--- src/rtl/temp_event_ctrl.sv ---
module temp_event_ctrl #(
  parameter int HYST_STEP = 24
) (
  input  logic        clk,
  input  logic        rst_n,
  input  logic        smp_valid,
  input  logic [12:0] smp_temp,
  input  logic        wr_en,
  input  logic [2:0]  wr_addr,
  input  logic [15:0] wr_data,
  input  logic [2:0]  rd_addr,
  output logic [15:0] rd_data,
  output logic        evt_drive_low,
  output logic        evt_release
);
  localparam int TW = 13;
  localparam int XW = TW + 1;
  localparam logic [2:0] A_CFG = 3'd0, A_HIGH = 3'd1, A_LOW = 3'd2, A_CRIT = 3'd3, A_TEMP = 3'd4;
  localparam logic signed [XW-1:0] H1 = XW'(HYST_STEP);
  localparam logic signed [XW-1:0] H2 = XW'(2 * HYST_STEP);
  localparam logic signed [XW-1:0] H3 = XW'(4 * HYST_STEP);

  logic [TW-1:0] t_q, hi_lim, lo_lim, cr_lim;
  logic mode_q, pol_q, conly_q, en_q, alock_q, clock_q, shdn_q;
  logic [1:0] hyst_q;
  logic hi_q, lo_q, crit_q, irq_q, evt_q;

  logic signed [XW-1:0] t_x, hi_x, lo_x, cr_x, hyst_v, hi_rel, lo_set;
  logic crit_st, hi_st, lo_st;
  logic hi_n, lo_n, crit_n, irq_n, evt_n;
  logic cfg_wr, clr_hit, lk, asserted;

  assign t_x  = {t_q[TW-1], t_q};
  assign hi_x = {hi_lim[TW-1], hi_lim};
  assign lo_x = {lo_lim[TW-1], lo_lim};
  assign cr_x = {cr_lim[TW-1], cr_lim};

  always_comb begin
    case (hyst_q)
      2'd1:    hyst_v = H1;
      2'd2:    hyst_v = H2;
      2'd3:    hyst_v = H3;
      default: hyst_v = '0;
    endcase
  end

  assign hi_rel  = hi_x - hyst_v;
  assign lo_set  = lo_x - hyst_v;
  assign crit_st = (t_x >= cr_x);
  assign hi_st   = (t_x > hi_x);
  assign lo_st   = (t_x < lo_x);

  assign cfg_wr  = wr_en && (wr_addr == A_CFG);
  assign clr_hit = cfg_wr && wr_data[5];
  assign lk      = alock_q | clock_q;

  always_comb begin
    if (shdn_q) begin
      hi_n   = hi_q;
      lo_n   = lo_q;
      crit_n = crit_q;
    end else begin
      hi_n   = hi_st ? 1'b1 : ((t_x <= hi_rel) ? 1'b0 : hi_q);
      lo_n   = (t_x < lo_set) ? 1'b1 : ((t_x >= lo_x) ? 1'b0 : lo_q);
      crit_n = crit_st;
    end
  end

  always_comb begin
    if (!mode_q)
      irq_n = 1'b0;
    else if ((hi_n | lo_n) != (hi_q | lo_q))
      irq_n = 1'b1;
    else if (clr_hit)
      irq_n = 1'b0;
    else
      irq_n = irq_q;
  end

  always_comb begin
    if (shdn_q)
      evt_n = (clr_hit && mode_q && !conly_q && !crit_q) ? 1'b0 : evt_q;
    else if (conly_q)
      evt_n = crit_n;
    else
      evt_n = crit_n | (mode_q ? irq_n : (hi_n | lo_n));
  end

  always_ff @(posedge clk) begin
    if (!rst_n) begin
      t_q <= '0;
      hi_lim <= '0;
      lo_lim <= '0;
      cr_lim <= '0;
      mode_q <= 1'b0;
      pol_q <= 1'b0;
      conly_q <= 1'b0;
      en_q <= 1'b0;
      alock_q <= 1'b0;
      clock_q <= 1'b0;
      shdn_q <= 1'b0;
      hyst_q <= 2'd0;
      hi_q <= 1'b0;
      lo_q <= 1'b0;
      crit_q <= 1'b0;
      irq_q <= 1'b0;
      evt_q <= 1'b0;
    end else begin
      if (smp_valid && !shdn_q) t_q <= smp_temp;
      if (wr_en && wr_addr == A_HIGH && !alock_q) hi_lim <= {wr_data[12:2], 2'b00};
      if (wr_en && wr_addr == A_LOW  && !alock_q) lo_lim <= {wr_data[12:2], 2'b00};
      if (wr_en && wr_addr == A_CRIT && !clock_q) cr_lim <= {wr_data[12:2], 2'b00};
      if (cfg_wr) begin
        if (!lk) begin
          mode_q <= wr_data[0];
          pol_q  <= wr_data[1];
          en_q   <= wr_data[3];
        end
        conly_q <= alock_q ? (conly_q & wr_data[2]) : wr_data[2];
        shdn_q  <= lk ? (shdn_q & wr_data[8]) : wr_data[8];
        hyst_q  <= wr_data[10:9];
        alock_q <= alock_q | wr_data[6];
        clock_q <= clock_q | wr_data[7];
      end
      hi_q   <= hi_n;
      lo_q   <= lo_n;
      crit_q <= crit_n;
      irq_q  <= irq_n;
      evt_q  <= evt_n;
    end
  end

  assign asserted      = en_q & evt_q;
  assign evt_drive_low = pol_q ? ~asserted : asserted;
  assign evt_release   = ~evt_drive_low;

  always_comb begin
    case (rd_addr)
      A_CFG:   rd_data = {5'b0, hyst_q, shdn_q, clock_q, alock_q, 1'b0, asserted, en_q, conly_q, pol_q, mode_q};
      A_HIGH:  rd_data = {3'b0, hi_lim};
      A_LOW:   rd_data = {3'b0, lo_lim};
      A_CRIT:  rd_data = {3'b0, cr_lim};
      A_TEMP:  rd_data = {crit_st, hi_st, lo_st, t_q};
      default: rd_data = 16'h0000;
    endcase
  end

  AST_CRIT_KEEPS_EVENT: assert property (@(posedge clk) disable iff (!rst_n) crit_q |-> evt_q);
  AST_ALARM_LIMIT_LOCKED: assert property (@(posedge clk) disable iff (!rst_n)
    (alock_q && wr_en && (wr_addr == A_HIGH || wr_addr == A_LOW)) |=> ($stable(hi_lim) && $stable(lo_lim)));
  AST_CRIT_LIMIT_LOCKED: assert property (@(posedge clk) disable iff (!rst_n)
    (clock_q && wr_en && wr_addr == A_CRIT) |=> $stable(cr_lim));
  AST_LOCKS_STICKY: assert property (@(posedge clk) disable iff (!rst_n)
    (alock_q || clock_q) |=> ($past(alock_q) <= alock_q && $past(clock_q) <= clock_q));
  AST_SHDN_FREEZE: assert property (@(posedge clk) disable iff (!rst_n) shdn_q |=> $stable(t_q));
  AST_OFF_LEVEL: assert property (@(posedge clk) disable iff (!rst_n)
    !en_q |-> (evt_drive_low == pol_q && evt_release != evt_drive_low));
endmodule

--- config.mk ---
export PLATFORM = sky130hd
export DESIGN_NAME = temp_event_ctrl
export DESIGN_NICKNAME = d
export VERILOG_FILES = /design/src/rtl/temp_event_ctrl.sv
export SDC_FILE = /design/constraint.sdc
export NUM_CORES = 1
export LEC_CHECK = 0
export BUFFER_PORTS_ARGS = -buffer_cell sky130_fd_sc_hd__buf_2
export CORE_ASPECT_RATIO = 1.2
export CORE_MARGIN = 2
export CORE_UTILIZATION = 55
export DETAILED_ROUTE_END_ITERATION = 16
export PLACE_DENSITY = 0.74
export SYNTH_ARGS = -nofsm -noshare
export SYNTH_HDL_FRONTEND = slang
export SYNTH_SLANG_ARGS = --single-unit
--- constraint.sdc ---
create_clock -name clk -period 11.6 [get_ports clk]
set_input_delay 2.9 -clock clk [delete_from_list [all_inputs] [get_ports clk]]
set_output_delay 2.9 -clock clk [all_outputs]
set_load 0.005 [all_outputs]
After elaboration in Yosys (flattened, before gate mapping)
Cells that the tools add are included.

word-level totals
  word-level logic and storage cells = 88
  bits in registers = 60
  input port bits = 39

cells by class
  order comparisons = 6
  reduce and logical (&&, ||, !) cells = 20
  add/subtract/negate cells = 2
  bitwise logic cells = 12
  muxes and demuxes = 19
  equal/unequal tests = 12

operators by type and width
  cell                                                  number
  one-hot mux 16 bit (5 select lines)                   1
  subtractor 13 x 8 -> 14 bit                           2
  greater-or-equal comparator 13 bit                    2
  one-hot mux 7 bit (3 select lines)                    1
  2-to-1 mux 1 bit                                      17
  <= comparator 13 x 14 -> 1 bit                        1
  less-than comparator 13 x 14 -> 1 bit                 1
  > comparator 13 bit                                   1
  less-than comparator 13 bit                           1
  equality test 3 x 2 -> 1 bit (second input constant)  4
  logical AND 1 bit                                     12
  equality test 3 x 1 -> 1 bit (second input constant)  2
  logical NOT 3 bit                                     2
  bitwise OR 1 bit                                      6
  logical NOT 1 bit                                     5
  equality test 2 bit (second input constant)           2
  AND 1 bit                                             3
  equality test 3 bit (second input constant)           1
  NOT 1 bit                                             3
  equality test 2 x 1 -> 1 bit (second input constant)  1
  != test 2 x 1 -> 1 bit (second input constant)        1
  AND reduction 2 bit                                   1
  != test 1 bit                                         1

Depth between registers and ports, before layout
Gate-level depths: netlist of run 1.

  depth in word-level cells = 15
  mapped depth = 20
  mapped depth without buffers = 20

Worst setup path before layout of run 1
No wires, ideal clock.

  path type = in2out
  from = input port rd_addr[1]
  to = output port rd_data[10]
  path buffers = 2
  data arrival time = 4.005 ns
  cell stages on the path = 6
  slack = 4.695 ns
  required time = 8.700 ns
  cell sequence = clkbuf_1 > clkbuf_1 > mux2i_1 > nor2_1 > a21oi_1 > o22ai_1

on the way
  word-level cells in the longest chain between the ends = 2

RTL lines
  element                                      RTL line  RTL
  from (decl)                                  11        input logic [2:0] rd_addr,
  equality test 3 bit (tied with other cells)  138       case (rd_addr)
  one-hot mux 16 bit (5 select lines) *        138
  to (decl)                                    12        output logic [15:0] rd_data,

Every way passes the cells marked *; elsewhere a longest branch is shown, timed or not.

Final worst setup path of run 1
  from = input port rd_addr[2]
  to = output port rd_data[5]

The elaborated chain is that of the path after synthesis.

==> results of run 1 <==
-- layout make-up --
cell class / instances / area [sq um] / area share, %
Clock buffer: 11 / 141 / 2.68
Clock inverter: 5 / 83.8 / 1.59
Inverter: 45 / 169 / 3.20
Multi-Input combinational cell: 433 / 3250 / 61.7
Sequential cell: 60 / 1200 / 22.8
Tap cell: 117 / 146 / 2.77
Timing Repair Buffer: 55 / 280 / 5.31
-- stage by stage --
step	power, W	cell area [sq um]	std cells	hold WS (ns)	util, %
2_1_floorplan	0.000333	4710	560	0.452	-
3_3_place_gp	0.000370	5050	710	0.459	59.6
3_5_place_dp	0.000376	5050	710	0.491	59.6
4_1_cts	0.000594	5280	726	0.502	62.3
5_1_grt	0.000622	5280	726	0.545	62.3
6_report	0.000595	5280	726	0.510	62.3
-- worst max-delay path: cells and delay by family --
family          cells  cell delay, ns
buf+inv             2            0.50
simple gates        3            0.94
compound gates      1            0.13
-- cells by family after synthesis --
family                   after synthesis  share of synthesized area (%)
AND/OR/NAND/NOR                      188                           21.2
AO/OA/AOI/OAI                        106                           14.3
adder cells (fa/ha/maj)               69                           18.6
buffers and inverters                 67                           5.57
flip-flops                            60                           25.5
multiplexers                          54                           11.8
XOR/XNOR                              16                           2.97
-- metal layers --
| metal | vias up | wire, microns | GRT usage, % |
|---|---|---|---|
| li1 | 2059 | - | - |
| met1 | 1990 | 5170 | 36.6 |
| met3 | 28 | 833 | 5.64 |
| met4 | 0 | 389 | 11.3 |
| met2 | 111 | 6500 | 49.0 |
| met5 | - | 0 | 0 |
-- Yosys cell counts (5+ instances only) --
master / count / share of area, %
clkbuf_1: 19 / 1.5
nand4_1: 11 / 1.5
nand3_1: 6 / 0.64
xnor2_1: 15 / 2.8
o21ai_1: 6 / 0.64
o21ai_0: 13 / 1.4
dfxtp_1: 60 / 25
a211oi_1: 5 / 0.80
nand2_1: 53 / 4.2
mux2i_1: 52 / 11
nor2_1: 23 / 1.8
ha_1: 67 / 18
o22ai_1: 8 / 1.1
nand2b_1: 10 / 1.3
nor2b_1: 48 / 6.4
a21boi_0: 16 / 2.5
a21oi_1: 35 / 3.7
inv_1: 45 / 3.6
nor3_1: 10 / 1.1
-- flip-flops by register name (all words and copies together) (netlist names) --
register  count
evt_q         1
mode_q        1
cr_lim       11
hi_q          1
pol_q         1
hi_lim       11
t_q          13
en_q          1
hyst_q        2
crit_q        1
lo_q          1
lo_lim       11
shdn_q        1
clock_q       1
alock_q       1
conly_q       1
irq_q         1
-- how the worst max path moves through the flow --
stage,start,to,slack (ns)
2_1_floorplan,rd_addr[1],rd_data[10],4.69
3_3_place_gp,rd_addr[1],rd_data[5],4.31
3_5_place_dp,rd_addr[1],rd_data[5],4.28
4_1_cts,rd_addr[1],rd_data[5],4.28
5_1_grt,rd_addr[1],rd_data[5],4.11
6_report,rd_addr[2],rd_data[5],4.23
-- power by group --
| group | leakage, nW | switching [W] | internal [W] |
|---|---|---|---|
| logic | 1.67 | 0.0000787 | 0.0000651 |
| registers | 0.489 | 0.0000150 | 0.000215 |
| clock network | 0.106 | 0.0000931 | 0.000128 |
==> results.md, run 1 <==
- Status: finished, final reports clean
- Crit Reg-Reg Startpoint: hyst_q[1]$_SDFFE_PN0P_
- Final setup viols: 0
- Post-layout nets: 712
- Layout cells sized above 1: 13.5%
- Starting Density: 55.6%
- Pleak: 2.27 nW
- First-pass GRT wire length: 20900 microns
- Crit end category: output pin
- R2R Path End: evt_q$_SDFFE_PN0P_
- Peak VDD IR: 119 uV
- Min-delay worst type: reg -> reg
- Root Buffer Master: clkbuf_8
- H-tree Lvls: 3
- Most common cell after layout, fill and taps aside: ha_1
- Yosys warnings: 0
- Vias in the first global route: 4271
- Slew @ Worst Pin: 0.886 ns
- Critical Path AT: 4.47 ns
- Tot GR Track Use: 29.3%
- First drt pass iteration count: 4
- Area Overhead vs Synth: 11.9%
- DRC Markers: 0
- Grt ovf: 0
- I/O Buffers: 53
- Longest Clk Path Bufs: 2
- Core area: 8470 sq um
- Antenna violations before repair: 0
- Syn Nets: 668
- CP Launch Type: primary input
- Hold-fix buffers, CTS: 0
- Post-route clock period utilization: 63.5%
- Critical path fanouts, max: 17
- Largest net degree at the start of global routing: 62
- Hold Crit Endpoint: irq_q$_SDFF_PN0_
- CTS Sinks: 60
- TNS Setup: 0 ns
- Vias post-DR: 4188
- Post-DP HPWL: 10000 microns
- Final Max Slew Viols: 0
- Mean post-synth cell area: 8.42 sq um
- Setup Buffers After CTS: 0
- Worst hold path depth: 2
- MaxCap Viol Count: 0
- EDFF count, synth: 0
- DRT antenna net count: 0
- Commonest cells after routing, fill and taps aside: 67 x ha_1, 60 x dfxtp_1, 53 x nand2_1, 53 x buf_2, 52 x mux2i_1
- Synth Register Bits: 60
- Maximum achievable frequency: 136 MHz
- Die Span Y: 105 microns
- FFs w/ async S/R, synth: 0%
- Starting DRC count in detailed routing: 239
- Unrepaired setup endpoints after global routing: no
- FILL cells: 748
- Cell Pwr Density: 113 nW/um^2
- Sequential element share of the synthesized area: 25.5%
- Num CTS Buffers: 9
- R2r setup slk: 6.84 ns
- Post-CTS sizing: 0
- Ys flop type: dfxtp_1
- Drt wl/cell: 17.8 microns
- Later-pin clock latency in the skew report: 0.35 ns
- Max incr delay on CP: 0.54 ns
- Via density: 5.77
- Mapped Area: 4710 sq um
- Die footprint: 9330 sq um
- Cells after Synth: 560
- TritonCTS clock tree: yes
- Slowest-stage cell, CP: nor2b_1
- Row cnt: 37
- Antenna diode count: 0
- Setup Skew: 0.00689 ns
- Worst slew margin: 40.9%
- Routed wire length: 12900 microns
- Reg2Reg Depth: 19
- CP Class: in -> out
- Overall die width: 88.5 microns
- Worst Setup Slack post-DPL: 4.28 ns
- I/O pins: 57
- Hold Vio Cnt, Final: 0
- Worst setup margin: 4.23 ns
- Required @ worst endpoint: 8.70 ns
- Clk slew on worst S/H paths: 0.07 ns
- Min-delay src: irq_q$_SDFF_PN0_
- Period minus WS final: 7.37 ns
- GP Congestion: 0.933
- Crit path cell chain: buf_2 > nor2b_1 > nor2b_1 > nand2_1 > o21ai_0 > buf_2
- Synth cell types: 53
(Power assumes the default switching activity.)
==> inputs of run 2 (changes only) <==
==> constraint.sdc (replaced) <==
create_clock -name clk -period 6.85 [get_ports clk]
set_input_delay 1.7125 -clock clk [delete_from_list [all_inputs] [get_ports clk]]
set_output_delay 1.7125 -clock clk [all_outputs]
set_load 0.005 [all_outputs]
==> run 2 against run 1 <==
Register-to-register slack worse by 4.6 ns. Cell count is 0.28% lower. Clock skew decreased by 0.0014 ns. Sequential cell count stayed put. First-iteration DRC count fell by 30%. Non-clock buffer count down 1. Sequential power rose by 70%. Count of clock-buffer cells in the layout unchanged. Power is 67% higher. Global-route usage barely moved. Utilization is 0.10 points lower.
==> results.md, run 2 (synthesis gave the netlist of run 1 again) <==
- Most common cell after layout, fill and taps aside: ha_1
- DRT antenna net count: 0 (unchanged)
- Final setup viols: 0 (unchanged)
- Max incr delay on CP: 0.55 ns (about the same)
- Setup Buffers After CTS: 0 (unchanged)
- GP Congestion: 0.928 (-0.50%)
- Crit end category: output pin
- Longest Clk Path Bufs: 2 (unchanged)
- MaxCap Viol Count: 0 (unchanged)
- Worst slew margin: 44.0% (+3.1 points)
- Unrepaired setup endpoints after global routing: no
- Critical Path AT: 3.24 ns (-1.23 ns)
- Combinational group share of total power: 24.1% (about the same)
- Commonest cells after routing, fill and taps aside: 67 x ha_1, 60 x dfxtp_1, 53 x nand2_1, 53 x buf_2, 52 x mux2i_1
- Core Util, Final: 62.2% (-0.10 points)
- Internal power component: 0.000696 W (+71%)
- Vias post-DR: 4207 (+0.45%)
- Required @ worst endpoint: 5.14 ns (-3.56 ns)
- Maximum achievable frequency: 202 MHz
- Setup Skew: 0.00548 ns (-0.00141 ns)
- Hold Vio Cnt, Final: 0 (unchanged)
- Hold Crit Endpoint: t_q[1]$_SDFFE_PN0P_
- Tot GR Track Use: 29.3% (about the same)
- Later-pin clock latency in the skew report: 0.35 ns (about the same)
- Pleak: 2.27 nW (about the same)
- Final Max Slew Viols: 0 (unchanged)
- CP Class: in -> out
- Post-DP HPWL: 9810 microns (-2.2%)
- Row cnt: 37 (unchanged)
- Sw Ratio: 29.9% (-1.5 points)
- Post-CTS sizing: 0 (unchanged)
- Routed wire length: 12600 microns (-2.0%)
- DRC Markers: 0 (unchanged)
- Hold-fix buffers, CTS: 0 (unchanged)
- Post-layout nets: 711 (-0.14%)
- Max reg flops: 13 (unchanged)
- Reg2Reg Depth: 19 (unchanged)
- I/O Buffers: 53 (unchanged)
- First-pass GRT wire length: 20800 microns (-0.50%)
- Worst hold path depth: 2 (unchanged)
- Grt ovf: 0 (unchanged)
- Antenna violations before repair: 0 (unchanged)
- Largest net degree at the start of global routing: 62 (unchanged)
- Via density: 5.81 (+0.73%)
- TNS Setup: 0 ns (unchanged)
- Cell Pwr Density: 189 nW/um^2 (+67%)
- Slew @ Worst Pin: 0.833 ns (-0.0535 ns)
- Min-delay worst type: reg -> reg
- Layout cells sized above 1: 13.3% (-0.12 points)
- Starting DRC count in detailed routing: 167 (-30%)
- Crit path cell chain: buf_2 > nor2b_1 > nor2b_1 > nand2_1 > o21ai_0 > buf_2
- TritonCTS clock tree: yes
- Die Span Y: 105 microns (unchanged)
- Clk slew on worst S/H paths: 0.07 ns (about the same)
- Die footprint: 9330 sq um (unchanged)
- Switch Pwr: 0.000297 W (+59%)
- Peak VDD IR: 159 uV (+34%)
- Starting Density: 55.6% (unchanged)
- Clock share of power: 36.7% (-0.4 points)
- Slowest-stage cell, CP: nor2b_1
- First drt pass iteration count: 4 (unchanged)
- Critical path fanouts, max: 26 (+9)
- Num CTS Buffers: 9 (unchanged)
- Crit Reg-Reg Startpoint: hyst_q[1]$_SDFFE_PN0P_
- H-tree Lvls: 3 (unchanged)
- CP Launch Type: primary input
- Vias in the first global route: 4251 (-0.47%)
- Root Buffer Master: clkbuf_8
- I/O pins: 57 (unchanged)
- Min-delay src: t_q[1]$_SDFFE_PN0P_
- Biggest register: t_q
- Area Overhead vs Synth: 11.8%
- Overall die width: 88.5 microns (unchanged)
- Sequential power share: 39.2% (+0.5 points)
- Status: finished, final reports clean
- Drt wl/cell: 17.5 microns (-1.7%)
- Period minus WS final: 4.95 ns
- CTS Sinks: 60 (unchanged)
- Antenna diode count: 0 (unchanged)
- R2r setup slk: 2.26 ns (-4.58 ns)
- R2R Path End: evt_q$_SDFFE_PN0P_
- Core area: 8470 sq um (unchanged)
- Post-route clock period utilization: 72.3%
## run 2: critical path: cells and delay by family
family          cells  cell delay (ns)
compound gates      1             0.12
buf+inv             2             0.47
simple gates        3             0.92
## run 2: per-stage QoR
| step | hold WS, ns | setup slack [ns] | instance area, sq um | instances | total power, W |
|---|---|---|---|---|---|
| after floorplan | 0.452 | 2.32 | 4710 | 560 | 0.000564 |
| after global placement | 0.462 | 1.97 | 5040 | 709 | 0.000624 |
| after detailed placement | 0.501 | 1.93 | 5040 | 709 | 0.000634 |
| after CTS | 0.509 | 1.94 | 5270 | 724 | 0.000995 |
| after global routing | 0.529 | 1.75 | 5270 | 724 | 0.00104 |
| final | 0.507 | 1.90 | 5270 | 724 | 0.000994 |
## run 2: final cells by class
type / count / area, sq um
tap: 117 / 146
clock inverter: 4 / 72.6
timing repair buffer: 54 / 273
inverter: 45 / 169
clock buffer: 11 / 151
sequential: 60 / 1200
fill: 749 / 3200
multi-input combinational: 433 / 3250
## run 2: worst max path at each step
stage	start	endpoint	slack, ns	cells after the start
3_5_place_dp	rd_addr[1]	rd_data[5]	1.93	6
2_1_floorplan	rd_addr[1]	rd_data[10]	2.32	6
4_1_cts	rd_addr[1]	rd_data[5]	1.94	6
5_1_grt	rd_addr[1]	rd_data[5]	1.75	6
6_report	rd_addr[1]	rd_data[5]	1.90	6
3_3_place_gp	rd_addr[1]	rd_data[5]	1.97	6
## run 2: power groups by stage
| stage | combinational (W) | sequential, W | clock, W |
|---|---|---|---|
| 6_report | 0.000239 | 0.000390 | 0.000365 |
| 5_1_grt | 0.000270 | 0.000392 | 0.000382 |
| 4_1_cts | 0.000238 | 0.000389 | 0.000368 |
| 3_5_place_dp | 0.000236 | 0.000397 | 0 |
| 3_3_place_gp | 0.000228 | 0.000397 | 0 |
| 2_1_floorplan | 0.000180 | 0.000385 | 0 |
## run 2: per-layer routing
layer	GRT usage [%]	routed length [microns]	vias up
li1	-	-	2057
met1	36.4	5440	2005
met2	47.6	6140	114
met3	5.72	609	31
met4	14.3	442	0
met5	0	0	-
